### src/rtl/i2c_am_pkg.sv
package i2c_am_pkg;
  parameter int ADDR_W_DEF = 7;
  parameter int HI_W_DEF   = 3;

  typedef enum logic [1:0] {
    PH_IDLE    = 2'd0,
    PH_WAIT_LO = 2'd1
  } phase_e;
endpackage

### src/rtl/i2c_am_decode.sv
module i2c_am_decode #(
  parameter int AW = 7,
  parameter int HW = 3
) (
  input  logic [AW:0]   byte_i,
  input  logic [AW-1:0] own_i,
  input  logic [HW-1:0] hi_i,
  output logic          hit_own,
  output logic          hit_gc_code,
  output logic          hit_hdr,
  output logic          hit_lo
);
  localparam int HDR_BITS = AW + 1 - HW;
  localparam int HDR_LSB  = AW - HDR_BITS + 1;
  localparam logic [HDR_BITS-1:0] HDR_TAG = {{(HDR_BITS-1){1'b1}}, 1'b0};

  always_comb begin
    hit_own     = (byte_i[AW:1] == own_i) && (|byte_i[AW:1]);
    hit_gc_code = (byte_i == '0);
    hit_hdr     = (byte_i[AW:HDR_LSB] == HDR_TAG) &&
                  (byte_i[HW-1:1] == hi_i[HW-1:1]);
    hit_lo      = (byte_i == {hi_i[0], own_i});
  end
endmodule

### src/rtl/i2c_am_seq.sv
module i2c_am_seq
  import i2c_am_pkg::*;
(
  input  logic clk,
  input  logic rst,
  input  logic byte_vld,
  input  logic byte_first,
  input  logic rw_bit,
  input  logic bus_start,
  input  logic bus_stop,
  input  logic addr_ext,
  input  logic gc_en,
  input  logic hit_own,
  input  logic hit_gc_code,
  input  logic hit_hdr,
  input  logic hit_lo,
  output logic match_pulse,
  output logic gc_flag,
  output logic rw_dir,
  output logic addressed
);
  phase_e phase_q;
  logic   ten_prev_q;

  always_ff @(posedge clk) begin
    if (rst) begin
      phase_q     <= PH_IDLE;
      ten_prev_q  <= 1'b0;
      match_pulse <= 1'b0;
      gc_flag     <= 1'b0;
      rw_dir      <= 1'b0;
      addressed   <= 1'b0;
    end else begin
      match_pulse <= 1'b0;
      if (bus_start || bus_stop) begin
        phase_q   <= PH_IDLE;
        gc_flag   <= 1'b0;
        rw_dir    <= 1'b0;
        addressed <= 1'b0;
        if (bus_stop) ten_prev_q <= 1'b0;
      end else if (byte_vld) begin
        if (byte_first) begin
          phase_q <= PH_IDLE;
          if (gc_en && hit_gc_code) begin
            match_pulse <= 1'b1;
            addressed   <= 1'b1;
            gc_flag     <= 1'b1;
            rw_dir      <= 1'b0;
            ten_prev_q  <= 1'b0;
          end else if (!addr_ext) begin
            ten_prev_q <= 1'b0;
            if (hit_own) begin
              match_pulse <= 1'b1;
              addressed   <= 1'b1;
              gc_flag     <= 1'b0;
              rw_dir      <= rw_bit;
            end
          end else if (hit_hdr && !rw_bit) begin
            phase_q <= PH_WAIT_LO;
          end else if (hit_hdr && rw_bit && ten_prev_q) begin
            match_pulse <= 1'b1;
            addressed   <= 1'b1;
            gc_flag     <= 1'b0;
            rw_dir      <= 1'b1;
          end else begin
            ten_prev_q <= 1'b0;
          end
        end else if (phase_q == PH_WAIT_LO) begin
          phase_q <= PH_IDLE;
          if (hit_lo) begin
            match_pulse <= 1'b1;
            addressed   <= 1'b1;
            gc_flag     <= 1'b0;
            rw_dir      <= 1'b0;
            ten_prev_q  <= 1'b1;
          end else begin
            ten_prev_q <= 1'b0;
          end
        end
      end
    end
  end
endmodule

### src/rtl/i2c_addr_match.sv
module i2c_addr_match
  import i2c_am_pkg::*;
#(
  parameter int ADDR_W = ADDR_W_DEF,
  parameter int HI_W   = HI_W_DEF
) (
  input  logic              clk,
  input  logic              rst,
  input  logic              byte_vld,
  input  logic [ADDR_W:0]   byte_data,
  input  logic              byte_first,
  input  logic              bus_start,
  input  logic              bus_stop,
  input  logic [ADDR_W-1:0] own_addr,
  input  logic              addr_ext,
  input  logic [HI_W-1:0]   addr_hi,
  input  logic              gc_en,
  output logic              match_pulse,
  output logic              gc_flag,
  output logic              rw_dir,
  output logic              addressed
);
  logic hit_own, hit_gc_code, hit_hdr, hit_lo;

  i2c_am_decode #(.AW(ADDR_W), .HW(HI_W)) u_dec (
    .byte_i      (byte_data),
    .own_i       (own_addr),
    .hi_i        (addr_hi),
    .hit_own     (hit_own),
    .hit_gc_code (hit_gc_code),
    .hit_hdr     (hit_hdr),
    .hit_lo      (hit_lo)
  );

  i2c_am_seq u_seq (
    .clk         (clk),
    .rst         (rst),
    .byte_vld    (byte_vld),
    .byte_first  (byte_first),
    .rw_bit      (byte_data[0]),
    .bus_start   (bus_start),
    .bus_stop    (bus_stop),
    .addr_ext    (addr_ext),
    .gc_en       (gc_en),
    .hit_own     (hit_own),
    .hit_gc_code (hit_gc_code),
    .hit_hdr     (hit_hdr),
    .hit_lo      (hit_lo),
    .match_pulse (match_pulse),
    .gc_flag     (gc_flag),
    .rw_dir      (rw_dir),
    .addressed   (addressed)
  );
endmodule

### config.mk
export PLATFORM = sky130hd
export DESIGN_NAME = i2c_addr_match
export DESIGN_NICKNAME = d
export VERILOG_FILES = /design/src/rtl/i2c_am_pkg.sv /design/src/rtl/i2c_am_decode.sv /design/src/rtl/i2c_am_seq.sv /design/src/rtl/i2c_addr_match.sv
export SDC_FILE = /design/constraint.sdc
export NUM_CORES = 1
export LEC_CHECK = 0
export ABC_AREA = 0
export BUFFER_PORTS_ARGS = -buffer_cell sky130_fd_sc_hd__buf_2
export CAP_MARGIN = 20
export CORE_MARGIN = 2
export CORE_UTILIZATION = 35
export CTS_CLUSTER_DIAMETER = 100
export DETAILED_ROUTE_END_ITERATION = 10
export PLACE_DENSITY = 0.74
export REMOVE_ABC_BUFFERS = 1
export SLEW_MARGIN = 10
export SYNTH_ARGS = -nofsm -noshare
export SYNTH_HDL_FRONTEND = slang
export SYNTH_SLANG_ARGS = --single-unit
### constraint.sdc
create_clock -name clk -period 4.34 [get_ports clk]
set_input_delay 1.302 -clock clk [delete_from_list [all_inputs] [get_ports clk]]
set_output_delay 1.302 -clock clk [all_outputs]
set_load 0.1 [all_outputs]
==> results list <==
- The flow ran to the end, and the final reports show no timing, DRC or antenna violations.
* CP max FO: 5
* Setup crit end kind: register
* RR Startpoint: u_seq.phase_q[0]$_SDFFE_PP0P_
- Of the total power, combinational logic draws 0.269.
* Period utilization: 0.659
* Worst min-delay path category: reg -> reg
- Row count: 13
* Top_reg_cell synth: sky130_fd_sc_hd__dfxtp_1
- The signal on the critical path passes through buf_2 > or4_1 > nand4bb_4 > o21a_1 > a311oi_2 > nand3b_1 > o21ai_1.
* Headroom to the max-slew limit: 0.594
- Data required time of the critical path: 4470 ps
- Counting along the longest clock path gives a buffer depth of 2.
- Area share of the largest cell type after synthesis: 0.285
- The count of buffers added on input and output ports is 29.
- Arrival time reported for the critical path endpoint: 2990 ps
* Initial core utilization: 0.387
* Flip-flop and latch area: roughly 120 µm²
- Antenna violations before repair: 0
- Measured in cells, the most critical reg-to-reg path has a length of 4.
* Max Freq: 350 MHz
* Wire per inst: roughly 11 µm
* Fraction of the yosys area taken by sequential cells: 0.230
- Pin count of the biggest net entering global routing: 8
- Across the run, the number of max-cap violations was 0.
- TNS Setup: 0 ps
- Clock skew on the completed layout was measured at approximately 6.2 ps.
* Skew-Pair Late Insertion Delay: approximately 250 ps
- IR analysis of the VDD net gives a maximum drop of approximately 0.076 mV.
- Syn Std Cell Area: between 500 and 600 µm²
- Number of levels in the clock H-tree: 1
- Number of iterations in the first detailed-routing pass: 4
- Share of power burned in the clock network: 0.354
- Startpoint of the lowest-slack hold path: u_seq.addressed$_SDFFE_PP0P_
- Number of DRC markers in iteration 0: 8
- Counting instances, the worst hold path has a depth of 1.
- Count of pins on the block boundary: 30
- Yosys instantiated no cell more often than sky130_fd_sc_hd__xor2_1.
- Summing over every cut layer, the via total after detailed routing is between 500 and 600.
* Areal power density over the cells: a little over 200 mW/mm²
- Internal power comes to around 0.11 mW.
- Slew @ Worst Pin: a little over 600 ps
* CTS clock-pin slew for the worst setup and hold paths: 50 ps
* Kind of critical path: in -> reg
- Terminus of the critical flop-to-flop path: u_seq.gc_flag$_SDFFE_PP0P_
- Post CTS Setup Buffer Count: 0
- Clock Root Buffer: sky130_fd_sc_hd__clkbuf_4
- Num Clock Sinks: 6
* Number of slew-limit violations in the final report: 0
- Antenna diode count: 0
- Of the total power, registers draw 0.376.
* Number of synthesized register bits: 6
- Largest delay contributor family on the critical path: simple AND/OR/NAND/NOR gates
* Area leader, netlist: sky130_fd_sc_hd__xor2_1
* Count of endpoints failing hold in the final timing report: 0
- Counting flops with a built-in enable in the synthesized netlist gives 0.
* Count of unique library cells instantiated by Yosys: 24
* Die Footprint: between 0.0015 and 0.002 mm²
* Width of the die: between 40 and 50 µm
* Setup repair after global routing missed its margin: false
* TritonCTS clock tree: done
* Sw power: between 0.04 and 0.05 mW
* Height of the die: between 40 and 50 µm
* Synth warnings: 0
- The worst setup path is launched from a primary input.
* Fill cells: about 140
- Count of hold-fix buffers inserted at cts: 0
- Biggest cell delay along the critical path: ~540 ps
- The number of buffers and inverters on the critical path is 1.
- DPL Wire Length: between 1000 and 1500 µm
- The slowest stage of the critical path is the sky130_fd_sc_hd__or4_1 cell.
- Across every metal layer, demand over resource in global routing totals 0.154.
- Summing all multi-input logic gate instances after layout gives 399 µm².
- The first global-routing pass estimated between 2000 and 2500 µm of wire.
- The commonest cells after synthesis are 17 x sky130_fd_sc_hd__xor2_1, 6 x sky130_fd_sc_hd__dfxtp_1, 5 x sky130_fd_sc_hd__nor4_1.
- Final setup violation count: 0
- In this run the remaining antenna-violating nets after routing total 0.
* Number of buffers created by CTS: 3
- DRC errors left: 0
* Proportion of register bits with asynchronous set or reset after synthesis: 0
* Vias per cell: about 5.2
- In the post-synthesis netlist, the biggest area contributors are sky130_fd_sc_hd__xor2_1 28%, sky130_fd_sc_hd__dfxtp_1 23%, sky130_fd_sc_hd__nor4_1 6.0%.
- Switching fraction of total power: 0.287
* Floorplan Core Area: about 0.0014 mm²
- Quantity of gates resized following cts: 0
- Syn avg cell area: slightly below 9 µm²
* Share of final-layout standard cells stronger than drive strength 1: 0.385
* Overflow left after global routing: 0
- Counting I/O delays and the setup requirement, the final critical path takes around 2900 ps.
- After routing the design area is about 710 µm².
- Number of global-route vias before repair: about 530
- Across all register-to-register paths, the minimum setup slack is just over 3000 ps.
- The worst hold path terminates at u_seq.addressed$_SDFFE_PP0P_.
- Synth-to-layout area growth: 35.6%
* Gp weighted congestion: 0.756
- Post-Place Cell Area: between 600 and 700 µm²
* Net count of the finished layout: ~120
- Static leakage power: 0.302 nW
- After technology mapping, the gate count stands at 59.
- Total wire length after detailed routing: about 1200 µm
==> metrics by stage <==
stage,hold WS [ps],util,std cells,worst slack (ps),total power [mW]
detailed placement,457,0.509,103,1230,0.0965
global placement,457,0.509,103,1280,0.0958
global route,495,0.525,106,1360,0.157
finish,465,0.525,106,1480,0.147
floorplan,572,-,59,1450,0.0742
CTS,468,0.525,106,1490,0.150
==> routing by layer <==
metal | up-vias | global-route usage | routed length, µm
met5 | - | 0 | 0
met3 | 4 | 0.0340 | 97
met2 | 27 | 0.245 | 520
li1 | 292 | - | -
met1 | 229 | 0.177 | 555
met4 | 0 | 0.113 | 38
==> cell usage in the layout, fill, tap and decap left out <==
cell type	n
sky130_fd_sc_hd__a21boi_0	1
sky130_fd_sc_hd__nand4bb_4	1
sky130_fd_sc_hd__o21a_1	2
sky130_fd_sc_hd__o32ai_1	1
sky130_fd_sc_hd__clkbuf_4	3
sky130_fd_sc_hd__o21ai_1	1
sky130_fd_sc_hd__a311oi_2	1
sky130_fd_sc_hd__and2_1	1
sky130_fd_sc_hd__buf_2	29
sky130_fd_sc_hd__nand3b_1	1
sky130_fd_sc_hd__nand2_1	2
sky130_fd_sc_hd__o211ai_1	1
sky130_fd_sc_hd__nand4b_1	3
sky130_fd_sc_hd__or4_1	2
sky130_fd_sc_hd__dfxtp_1	6
sky130_fd_sc_hd__a31oi_1	1
sky130_fd_sc_hd__nor2_1	2
sky130_fd_sc_hd__a21oi_1	2
sky130_fd_sc_hd__and2_2	1
sky130_fd_sc_hd__xor2_1	17
sky130_fd_sc_hd__nor3_1	2
sky130_fd_sc_hd__nand3_1	2
sky130_fd_sc_hd__o21ai_0	2
sky130_fd_sc_hd__nor4b_1	1
sky130_fd_sc_hd__nor4_1	5
sky130_fd_sc_hd__inv_1	1
==> state kept, by name, summed over array words and instances (netlist names) <==
signal             cells
u_seq.rw_dir           1
u_seq.phase_q          1
u_seq.match_pulse      1
u_seq.addressed        1
u_seq.gc_flag          1
u_seq.ten_prev_q       1
==> power by group through the flow <==
stage,clock network [mW],registers (mW),logic [mW]
6_report,0.0523,0.0555,0.0397
5_1_grt,0.0574,0.0554,0.0441
4_1_cts,0.0543,0.0555,0.0401
3_5_place_dp,0,0.0565,0.0400
3_3_place_gp,0,0.0565,0.0393
2_1_floorplan,0,0.0576,0.0165
==> worst register-to-register path: cells and delay by family, from the launching register on <==
| kind | cells | cell delay (ps) |
|---|---|---|
| AOI/OAI and AO/OA | 3 | 630 |
| DFF | 1 | 330 |
| and+or+nand+nor | 1 | 160 |
==> area by class of cell <==
type	instances	share of cell area
Clock buffer	3	0.0317
Inverter	1	0.00529
Multi-Input combinational cell	52	0.563
Sequential cell	6	0.169
Tap cell	15	0.0265
Timing Repair Buffer	29	0.205
==> worst max path at each step <==
stage / start / endpoint / slack (ps) / cells past startpoint
5_1_grt: byte_data[7] / u_seq.gc_flag$_SDFFE_PP0P_ / 1360 / 7
4_1_cts: byte_data[7] / u_seq.gc_flag$_SDFFE_PP0P_ / 1490 / 7
3_3_place_gp: byte_data[7] / u_seq.gc_flag$_SDFFE_PP0P_ / 1280 / 7
2_1_floorplan: byte_data[7] / u_seq.gc_flag$_SDFFE_PP0P_ / 1450 / 6
6_report: byte_data[7] / u_seq.gc_flag$_SDFFE_PP0P_ / 1480 / 7
3_5_place_dp: byte_data[7] / u_seq.gc_flag$_SDFFE_PP0P_ / 1230 / 7
==> kinds of logic (layout without fill, tap and decap cells) <==
logic type                after synthesis  count (layout)  share of synthesized area
and+or+nand+nor                        23              23                      0.316
xor gates and xnor gates               17              17                      0.285
DFF                                     6               6                      0.230
AOI/OAI and AO/OA                      12              12                      0.163
buffers and inverters                   1              33                    0.00717
No activity file was read; power rests on OpenSTA's default activity.
